==> src/rtl/airec_pkg.sv <==
package airec_pkg;

    // Binary point of the expansion-scaled result.
    localparam int FRAC_BITS = 9;

    // Constant-set selectors.
    localparam int SET_SMALL = 0;
    localparam int SET_LARGE = 1;

    // Growth of each partial term over the input width.
    localparam int ALPHA_GROW = 18;
    localparam int INT_GROW   = 12;
    localparam int OUT_GROW   = 20;

    // Expansion factor expressed in units of 2^-FRAC_BITS.
    function automatic int alpha_scaled(input int cset);
        return (cset == SET_LARGE) ? 85622 : 2353;
    endfunction

    // Sum of the three integer weights of a set.
    function automatic int weight_sum(input int cset);
        return (cset == SET_LARGE) ? (437 + 181 + 473) : (12 + 5 + 13);
    endfunction

endpackage

==> src/rtl/airec_alpha_mul.sv <==
module airec_alpha_mul
    import airec_pkg::*;
#(
    parameter int W    = 16,
    parameter int CSET = SET_SMALL
) (
    input  logic signed [W-1:0]            y,
    output logic signed [W+ALPHA_GROW-1:0] term
);
    localparam int AW = W + ALPHA_GROW;

    logic signed [AW-1:0] ext;
    assign ext = AW'(y);

    // Signed-digit recoding of the factor, shifted to FRAC_BITS fractional bits.
    if (CSET == SET_LARGE) begin : g_large
        assign term = (ext <<< (FRAC_BITS + 7)) + (ext <<< (FRAC_BITS + 5))
                    + (ext <<< (FRAC_BITS + 3)) - (ext <<< FRAC_BITS)
                    + (ext <<< (FRAC_BITS - 2)) - (ext <<< (FRAC_BITS - 6))
                    - (ext <<< (FRAC_BITS - 8));
    end else begin : g_small
        assign term = (ext <<< (FRAC_BITS + 2)) + (ext <<< (FRAC_BITS - 1))
                    + (ext <<< (FRAC_BITS - 4)) + (ext <<< (FRAC_BITS - 5))
                    + (ext <<< (FRAC_BITS - 9));
    end

    // A positive factor must keep the sign of its operand.
    always_comb begin
        if (y == '0) begin
            a_r2_alpha_zero: assert (term == '0);
        end else begin
            a_r3_alpha_sign: assert (term[AW-1] == y[W-1]);
        end
    end

endmodule

==> src/rtl/airec_int_cse.sv <==
module airec_int_cse
    import airec_pkg::*;
#(
    parameter int W    = 16,
    parameter int CSET = SET_SMALL
) (
    input  logic signed [W-1:0]          yb,
    input  logic signed [W-1:0]          yc,
    input  logic signed [W-1:0]          yd,
    output logic signed [W+INT_GROW-1:0] term
);
    localparam int IW = W + INT_GROW;

    logic signed [IW-1:0] bx, cx, dx;
    assign bx = IW'(yb);
    assign cx = IW'(yc);
    assign dx = IW'(yd);

    if (CSET == SET_LARGE) begin : g_large
        // 473*(b+c+d) - 36*(b+c) - 256*c
        logic signed [IW-1:0] s_bc, s_bcd, p473, p36;
        assign s_bc  = bx + cx;
        assign s_bcd = s_bc + dx;
        assign p473  = (s_bcd <<< 8) + (s_bcd <<< 7) + (s_bcd <<< 6)
                     + (s_bcd <<< 4) + (s_bcd <<< 3) + s_bcd;
        assign p36   = (s_bc <<< 5) + (s_bc <<< 2);
        assign term  = p473 - p36 - (cx <<< 8);
    end else begin : g_small
        // 8*(b+d) + 4*(b+c+d) + d + c
        logic signed [IW-1:0] s_bd, s_bcd;
        assign s_bd  = bx + dx;
        assign s_bcd = s_bd + cx;
        assign term  = (s_bd <<< 3) + (s_bcd <<< 2) + dx + cx;
    end

    // Equal components must be scaled by the total of the weights.
    always_comb begin
        if ((yb == yc) && (yc == yd)) begin
            a_r2_equal_weights: assert (term == (IW'(weight_sum(CSET)) * bx));
        end
    end

endmodule

==> src/rtl/airec_join.sv <==
module airec_join
    import airec_pkg::*;
#(
    parameter int AW = 34,
    parameter int IW = 28,
    parameter int OW = 36
) (
    input  logic                 clk,
    input  logic                 rst,
    input  logic                 en,
    input  logic signed [AW-1:0] a_term,
    input  logic signed [IW-1:0] i_term,
    output logic signed [OW-1:0] sum_q
);
    logic signed [OW-1:0] a_ext, i_ext;
    assign a_ext = OW'(a_term);
    assign i_ext = OW'(i_term) <<< FRAC_BITS;

    always_ff @(posedge clk) begin
        if (rst) begin
            sum_q <= '0;
        end else if (en) begin
            sum_q <= a_ext + i_ext;
        end
    end

    // The result register only moves when the previous stage offers data.
    a_r5_sum_hold: assert property (@(posedge clk) disable iff (rst)
        !en |=> $stable(sum_q));

endmodule

==> src/rtl/airec_reconstruct.sv <==
module airec_reconstruct
    import airec_pkg::*;
#(
    parameter int W    = 16,
    parameter int CSET = SET_SMALL
) (
    input  logic                   clk,
    input  logic                   rst,
    input  logic                   in_valid,
    input  logic signed [W-1:0]    in_ya,
    input  logic signed [W-1:0]    in_yb,
    input  logic signed [W-1:0]    in_yc,
    input  logic signed [W-1:0]    in_yd,
    output logic                   out_valid,
    output logic signed [W+19:0]   out_data
);
    localparam int AW = W + ALPHA_GROW;
    localparam int IW = W + INT_GROW;
    localparam int OW = W + OUT_GROW;

    typedef struct packed {
        logic signed [AW-1:0] a_term;
        logic signed [IW-1:0] i_term;
    } stage1_t;

    stage1_t s1_next, s1_q;
    logic    s1_valid;

    airec_alpha_mul #(.W(W), .CSET(CSET)) u_alpha (
        .y    (in_ya),
        .term (s1_next.a_term)
    );

    airec_int_cse #(.W(W), .CSET(CSET)) u_cse (
        .yb   (in_yb),
        .yc   (in_yc),
        .yd   (in_yd),
        .term (s1_next.i_term)
    );

    always_ff @(posedge clk) begin
        if (rst) begin
            s1_q     <= '0;
            s1_valid <= 1'b0;
        end else begin
            s1_valid <= in_valid;
            if (in_valid) begin
                s1_q <= s1_next;
            end
        end
    end

    airec_join #(.AW(AW), .IW(IW), .OW(OW)) u_join (
        .clk    (clk),
        .rst    (rst),
        .en     (s1_valid),
        .a_term (s1_q.a_term),
        .i_term (s1_q.i_term),
        .sum_q  (out_data)
    );

    always_ff @(posedge clk) begin
        if (rst) begin
            out_valid <= 1'b0;
        end else begin
            out_valid <= s1_valid;
        end
    end

    a_r4_strobe_forward: assert property (@(posedge clk) disable iff (rst)
        s1_valid |=> out_valid);
    a_r4_strobe_idle: assert property (@(posedge clk) disable iff (rst)
        !s1_valid |=> !out_valid);
    a_r5_stage1_hold: assert property (@(posedge clk) disable iff (rst)
        !in_valid |=> $stable(s1_q));
    a_r7_stream: assert property (@(posedge clk) disable iff (rst)
        (in_valid && s1_valid) |=> (s1_valid && out_valid));

endmodule

==> config.mk <==
export PLATFORM = sky130hd
export DESIGN_NAME = airec_reconstruct
export DESIGN_NICKNAME = d
export VERILOG_FILES = /design/src/rtl/airec_pkg.sv /design/src/rtl/airec_alpha_mul.sv /design/src/rtl/airec_int_cse.sv /design/src/rtl/airec_join.sv /design/src/rtl/airec_reconstruct.sv
export SDC_FILE = /design/constraint.sdc
export NUM_CORES = 1
export LEC_CHECK = 0
export BUFFER_PORTS_ARGS = -buffer_cell sky130_fd_sc_hd__buf_4
export CORE_MARGIN = 4
export CORE_UTILIZATION = 45
export CTS_CLUSTER_SIZE = 30
export DETAILED_ROUTE_END_ITERATION = 8
export PLACE_DENSITY = 0.62
export SLEW_MARGIN = 25
export SYNTH_ARGS = -nofsm -noshare
export SYNTH_HDL_FRONTEND = slang
export SYNTH_SLANG_ARGS = --single-unit
==> constraint.sdc <==
create_clock -name clk -period 15.5 [get_ports clk]
set_clock_uncertainty 0.2 [all_clocks]
set_input_delay 1.55 -clock clk [delete_from_list [all_inputs] [get_ports clk]]
set_output_delay 1.55 -clock clk [all_outputs]
set_load 0.1 [all_outputs]
Yosys cells after proc, flatten, opt, wreduce, memory -nomap -nowiden

Index checks and enable logic that the tools add are counted.

Bits in registers: 99
Output and inout port bits: 37
Logic and storage cells: 15

Add/sub/neg operators: 10

Operators by type and width:

| cell                    | number |
|---|---|
| adder 27 x 16 -> 27 bit | 2 |
| adder 34 x 36 -> 36 bit | 1 |
| adder 30 x 16 -> 31 bit | 1 |
| adder 29 x 20 -> 30 bit | 1 |
| adder 28 x 21 -> 29 bit | 1 |
| adder 27 x 24 -> 28 bit | 1 |
| adder 20 x 20 -> 21 bit | 1 |
| adder 17 x 16 -> 18 bit | 1 |
| adder 16 x 16 -> 17 bit | 1 |

Logic depth before layout (Yosys ltp)

Gate-level depths: netlist of the first run.

Word-level depth: 5
Gate-level depth with buffers: 34
Depth with buffers taken out: 34

Cells and area by module

From an unflattened synthesis of the first run, not the netlist that was laid out.

Cells, all modules: 1,456
Area total of the unflattened synthesis: 12,075.3 um2

Modules (own cells, without submodules):

| module            | times used | cells an instance | area an instance (um2) |
|---|---|---|---|
| airec_int_cse     | 1          | 539               | 4,016.4 |
| airec_alpha_mul   | 1          | 389               | 3,098.0 |
| airec_join        | 1          | 324               | 2,653.8 |
| airec_reconstruct | 1          | 204               | 2,307.2 |

Worst setup path after synthesis of the first run

Ideal clock, no wire load.

Path type: input -> register
Start: in in_yb[0]
End: reg s1_q[23] in the netlist's numbering
Data arrival time: 7.759 ns
Data required time: 15.242 ns
Slack: 7.482 ns
Cell stages on the path: 32
Path through: ha_1 > inv_1 > fa_1 > nor2b_1 > o21ai_0 > a21boi_0 > o221ai_1 > o21bai_1 > a21oi_1 > xnor2_1 > ha_1 > a21o_1 > a21oi_1 > nand2_1 > o21ai_0 > o21bai_1 > a21oi_1 > xnor2_1 > ha_1 > and3_1 > a221oi_1 > xor2_1 > fa_1 > inv_1 > ha_1 > nand2_1 > nor2_1 > a211oi_1 > o31ai_4 > a311o_1 > a21oi_1 > o21a_1

Cells in the longest elaborated chain, start to end: 5

RTL lines:

| what                                   | RTL line                | RTL |
|---|---|---|
| from (decl)                            | airec_reconstruct.sv:11 | `input logic signed [W-1:0] in_yb,` |
| adder 16 x 16 -> 17 bit *              | airec_int_cse.sv:31     | `assign s_bd = bx + dx;` |
| adder 17 x 16 -> 18 bit                | airec_int_cse.sv:32     | `assign s_bcd = s_bd + cx;` |
| adder 20 x 20 -> 21 bit *              | airec_int_cse.sv:33     | `assign term = (s_bd <<< 3) + (s_bcd <<< 2) + dx + cx;` |
| adder 27 x 16 -> 27 bit * (2 in a row) | airec_int_cse.sv:33     |  |
| to (signal assigned)                   | airec_reconstruct.sv:48 | `s1_q <= s1_next;` |
| to (decl)                              | airec_reconstruct.sv:26 | `stage1_t s1_next, s1_q;` |

Every way passes the cells marked *; elsewhere a longest branch is shown, timed or not.
A chain may end at the register's enable or synchronous reset.

Worst setup path in the final report of the first run

Start: in in_yd[0]
End: reg s1_q[25] in the netlist's numbering

Cells in the longest elaborated chain, start to end: 5

RTL lines:

| what                                   | RTL line                | RTL |
|---|---|---|
| from (decl)                            | airec_reconstruct.sv:13 | `input logic signed [W-1:0] in_yd,` |
| adder 16 x 16 -> 17 bit                | airec_int_cse.sv:31     |  |
| adder 17 x 16 -> 18 bit                | airec_int_cse.sv:32     |  |
| adder 20 x 20 -> 21 bit                | airec_int_cse.sv:33     |  |
| adder 27 x 16 -> 27 bit * (2 in a row) | airec_int_cse.sv:33     |  |

Marked as above.

==> impl_metrics.tcl, run 1 <==
set metrics [dict create \
    hold_buffers 0 \
    clk_pin_slew_worst_paths_ns 0.07 \
    ys_seq_elements 96 \
    r2r-end "u_join.sum_q[33]" \
    gp_congestion 0.909 \
    place_hpwl_um 21400 \
    worstReg2RegStart "s1_q[0]" \
    syn_avg_cell_area_um2 8.39 \
    synth_edf_count 0 \
    leakage_nw 5.67 \
    fmax_mhz 114 \
    rsz0062_at_grt "no" \
    min_to "s1_q[14]" \
    hold_path.startpoint "s1_q[14]" \
    vias 9150 \
    min_path_type "flop to flop" \
    cts_buffer_depth 2 \
    grt-ovfl-total 0 \
    critical_path_peak_fanout 5 \
    cts_buffers 9 \
    nets 1622 \
    fp.dieW_um 161 \
    routed_wl_um 25900 \
    cts_resized 0 \
    final_common_cell "ha_1" \
    insertedDiodeCount 0 \
    die_area_um2 26000 \
    grt_pass1_wl_um 43300 \
    min_path_cells 2 \
    clk-insertion-delay-late_ns 0.35 \
    r2r_cells 11 \
    hold_ws_ns 0.264 \
    synthArstFlopShare_pct 0 \
    synth-warning-count 0 \
    grt_usage_pct 19.8 \
    drv_cap 0 \
    route.detailed.drc 0 \
    synthFlopType "dfxtp_1" \
    drt_iter0_drc 594 \
    syn2layout_area_growth_pct 13.1 \
    syn_area_um2 10600 \
    ant_nets 0 \
    status "complete, no violations" \
    h-tree-depth 3 \
    worstSetupStartpointType "input pin" \
    critPathMaxStageDelay_ns 0.50 \
    synthCells 1259 \
    fill_cells 2244 \
    ys_seq_area_share_pct 18.2 \
    crit_start "in_yd[0]" \
    drt_pass1_iterations 7 \
    ir_drop_mv 0.163 \
    required_ns 15.59 \
    p_per_area_nw_per_um2 223 \
    r2r_slack_ns 12.50 \
    io_pins 104 \
    setup_violations 0 \
    clock-sinks 96 \
    criticalPathCategory "input pin to flop" \
    die_y_um 161 \
    cts_tree "done" \
    final_cell_mix "ha_1, nor2_1, inv_1, a21oi_1, buf_4" \
    tns_ns 0 \
    initial_core_util_pct 46.3 \
    end_kind "flop" \
    rows 55 \
    grt_max_degree 54 \
    cts_setup_buffers 0 \
    fin_crit_sh_pct 56.6 \
    cts_root_buffer "clkbuf_16" \
    fin_crit_ns 8.78 \
    antenna_found_initial 0 \
    worst_pin_slew_ns 0.807 \
    max_slew_margin_pct 46.1 \
    crit_slowest_cell "fa_1" \
    core-area_um2 22800 \
    wl_per_cell_um 15.5 \
    synth.net_count 1534 \
    via_per_inst 5.50 \
    finalHoldViolations 0 \
    critPathArrivalTime_ns 8.87 \
    portBuffers 103 \
    grt_pass1_vias 8532 \
    layout-drive-gt1-share_pct 10.1 \
    ys_types 67 \
    drv_slew 0 \
]
[synthesized netlist by cell type (21+ instances only)]
master	count	area share, %
a211oi_1	21	1.5
a21o_1	42	3.0
a21oi_1	105	5.0
clkbuf_1	24	0.85
dfxtp_1	96	18
fa_1	62	12
ha_1	146	17
inv_1	113	4.0
mux2i_1	51	4.8
nand2_1	73	2.6
nor2_1	144	5.1
o21ai_0	63	3.0
xnor2_1	53	4.4
xor2_1	32	2.7
[flip-flops by register name, summed over array words and instances (netlist names)]
name,flops
s1_q,58
s1_valid,1
out_valid,1
u_join.sum_q,36
[logic make-up (layout without fill, tap and decap cells)]
kind of cell / Yosys count / after routing / share of synthesized area (%)
and+or+nand+nor: 329 / 329 / 14.2
buffers and inverters: 141 / 234 / 5.01
adders and majority gates: 208 / 208 / 29.0
AOI/OAI and AO/OA: 349 / 349 / 21.7
DFF: 96 / 96 / 18.2
xor gates and xnor gates: 85 / 85 / 7.04
muxes: 51 / 51 / 4.83
[worst max-delay path by stage]
| stage | end | slack, ns | cells after the start |
|---|---|---|---|
| 6_report | s1_q[25] | 6.72 | 33 |
| 5_1_grt | s1_q[25] | 6.24 | 33 |
| 4_1_cts | s1_q[25] | 6.79 | 33 |
| 3_5_place_dp | s1_q[21] | 6.47 | 33 |
| 3_3_place_gp | s1_q[25] | 6.61 | 33 |
| 2_1_floorplan | s1_q[23] | 7.48 | 32 |
[layout make-up]
class | count | area [µm²] | area share [%]
Sequential cell | 96 | 1920 | 16.1
Clock inverter | 6 | 75.1 | 0.628
Timing Repair Buffer | 105 | 788 | 6.59
Inverter | 113 | 424 | 3.55
Clock buffer | 10 | 239 | 2.00
Multi-Input combinational cell | 1022 | 8120 | 67.9
Tap cell | 313 | 392 | 3.28
[power breakdown]
group | internal, mW | switching (mW)
registers | 0.306 | 0.0401
logic | 0.859 | 1.23
clock network | 0.132 | 0.102
total | 1.30 | 1.37
[worst max-delay path: cells and delay by family]
family,cells,cell delay [ns]
AO/OA/AOI/OAI,16,3.75
XOR/XNOR,3,0.65
adder cells (fa/ha/maj),6,2.10
buffers and inverters,3,0.19
AND/OR/NAND/NOR,5,0.64
[metal layers]
layer | wire length, µm | GRT usage [%]
met5 | 0 | 0
met4 | 318 | 3.72
met3 | 1040 | 2.32
met2 | 10500 | 28.2
met1 | 14000 | 32.1
[stage by stage]
stage / cells / worst slack [ns] / util, % / instance area (µm²) / power (mW)
2_1_floorplan: 1259 / 7.48 / - / 10600 / 1.99
3_3_place_gp: 1649 / 6.61 / 51.0 / 11600 / 2.41
3_5_place_dp: 1649 / 6.47 / 51.0 / 11600 / 2.42
4_1_cts: 1665 / 6.79 / 52.3 / 12000 / 2.67
5_1_grt: 1665 / 6.24 / 52.3 / 12000 / 2.95
6_report: 1665 / 6.72 / 52.3 / 12000 / 2.67
Note: power is estimated with default switching activity, not from simulation.
==> inputs of run 2 (changes only) <==
==> constraint.sdc (replaced) <==
create_clock -name clk -period 8.6 [get_ports clk]
set_clock_uncertainty 0.2 [all_clocks]
set_input_delay 0.86 -clock clk [delete_from_list [all_inputs] [get_ports clk]]
set_output_delay 0.86 -clock clk [all_outputs]
set_load 0.1 [all_outputs]
==> run 2 against run 1 <==
Register-to-register slack got worse by 6.9 ns; combinational power grew 79%; sequential cell count unchanged; worst hold slack about the same; critical endpoint is now s1_q[21]; critical path depth did not move; via count is 0.36% lower; clock-buffer cell count shrank 1; worst setup slack worse by 6.1 ns; non-clock buffer count is 3 higher; wire length barely moved; global-route usage grew 0.23 points; power rose by 81%.
==> impl_metrics.tcl, run 2 (synthesis results as in run 1) <==
set metrics [dict create \
    status "complete, no violations" \
    fill_cells 2264 \
    critical_path_peak_fanout 5 \
    final_cell_mix "ha_1, nor2_1, inv_1, buf_4, a21oi_1" \
    cts_root_buffer "clkbuf_16" \
    placed_area_um2 11700 \
    insertedDiodeCount 0 \
    regMostFlops "s1_q" \
    p_per_area_nw_per_um2 402 \
    h-tree-depth 3 \
    grt_pass1_wl_um 43700 \
    nets 1625 \
    multi_input_area_um2 8120 \
    grt_most_used_layer "met1" \
    drt_iter0_drc 535 \
    initial_core_util_pct 46.3 \
    grt_pass1_vias 8723 \
    wl_per_cell_um 15.5 \
    die_area_um2 26000 \
    fin_crit_ns 7.94 \
    clock-sinks 96 \
    grt-ovfl-total 0 \
    path_common_cell "ha_1" \
    reg_top3 "s1_q x58, u_join.sum_q x36" \
    route.detailed.drc 0 \
    critPathArrivalTime_ns 7.98 \
    clk_pin_slew_worst_paths_ns 0.07 \
    worst_pin_slew_ns 0.861 \
    clk-insertion-delay-late_ns 0.35 \
    drv_cap 0 \
    cts_resized 0 \
    global_route.usage.met3_pct 2.99 \
    setup_violations 0 \
    hold_ws_ns 0.264 \
    leakage_nw 5.70 \
    min_path_type "flop to flop" \
    core-area_um2 22800 \
    grt_max_degree 54 \
    end_kind "flop" \
    grt_usage_pct 20.1 \
    drv_slew 0 \
    largest_reg_flops 58 \
    post-route-util_pct 52.5 \
    rsz0062_at_grt "no" \
    portBuffers 103 \
    critPathMaxStageDelay_ns 0.50 \
    cts_buffers 9 \
    gp_congestion 0.929 \
    hold_buffers 0 \
    grt_util_met1_pct 32.0 \
    final_common_cell "ha_1" \
    tns_ns 0 \
    cts_buffer_depth 2 \
    crit_slowest_cell "fa_1" \
    layout-drive-gt1-share_pct 10.3 \
    cts_tree "done" \
    fin_crit_sh_pct 92.3 \
    die_y_um 161 \
    finalHoldViolations 0 \
    ant_nets 0 \
    ir_drop_mv 0.245 \
    fp.dieW_um 161 \
    fmax_mhz 126 \
    regArea_um2 1920 \
    cts_setup_buffers 0 \
    final_area_um2 12000 \
    place_hpwl_um 21400 \
    drt_pass1_iterations 5 \
    criticalPathCategory "input pin to flop" \
    met2_usage_pct 29.4 \
    total_power_mw 4.82 \
    max_slew_margin_pct 42.6 \
    io_pins 104 \
    worstSetupStartpointType "input pin" \
    antenna_found_initial 0 \
    via_per_inst 5.47 \
    syn2layout_area_growth_pct 13.5 \
    routed_wl_um 25900 \
    rows 55 \
    required_ns 8.64 \
    vias 9117 \
]
-- run 2: worst paths after layout --
path             from               end  slack (ns)  depth (start not counted)
min reg2reg  s1_q[14]          s1_q[14]        0.26                          2
max reg2reg   s1_q[0]  u_join.sum_q[33]        5.64                         11
max          in_yd[0]          s1_q[21]        0.66                         33
min          s1_q[14]          s1_q[14]        0.26                          2
-- run 2: where the power goes --
| part | internal, mW | switching (mW) | total, mW |
|---|---|---|---|
| Sequential | 0.551 | 0.0723 | 0.623 |
| Combinational | 1.55 | 2.20 | 3.75 |
| Clock | 0.261 | 0.185 | 0.447 |
-- run 2: area by class of cell --
cell class              instances  area share, %
clock buffers                   9           1.88
clock inverters                 7          0.907
inverters                     113           3.53
multi-input cells            1022           67.6
flip-flops and latches         96           16.0
well taps                     313           3.26
repair buffers                108           6.76
-- run 2: critical path: cells and delay by family --
| kind | cells | cell delay, ns |
|---|---|---|
| AOI/OAI and AO/OA | 15 | 3.59 |
| xor gates and xnor gates | 3 | 0.60 |
| adders and majority gates | 6 | 2.06 |
| buffers and inverters | 3 | 0.19 |
| and+or+nand+nor | 6 | 0.67 |
-- run 2: through the flow --
step           instances  setup slack [ns]
3_3_place_gp        1652             0.491
3_5_place_dp        1652             0.326
5_1_grt             1668            0.0233
2_1_floorplan       1259              1.27
4_1_cts             1668             0.678
6_report            1668             0.661
-- run 2: layer usage --
metal  share of wire, %  vias to the layer above
li1                   -                     4646
met1                 54                     4250
met2                 41                      212
met3                5.3                        9
met4               0.38                        0
met5                  0                        -
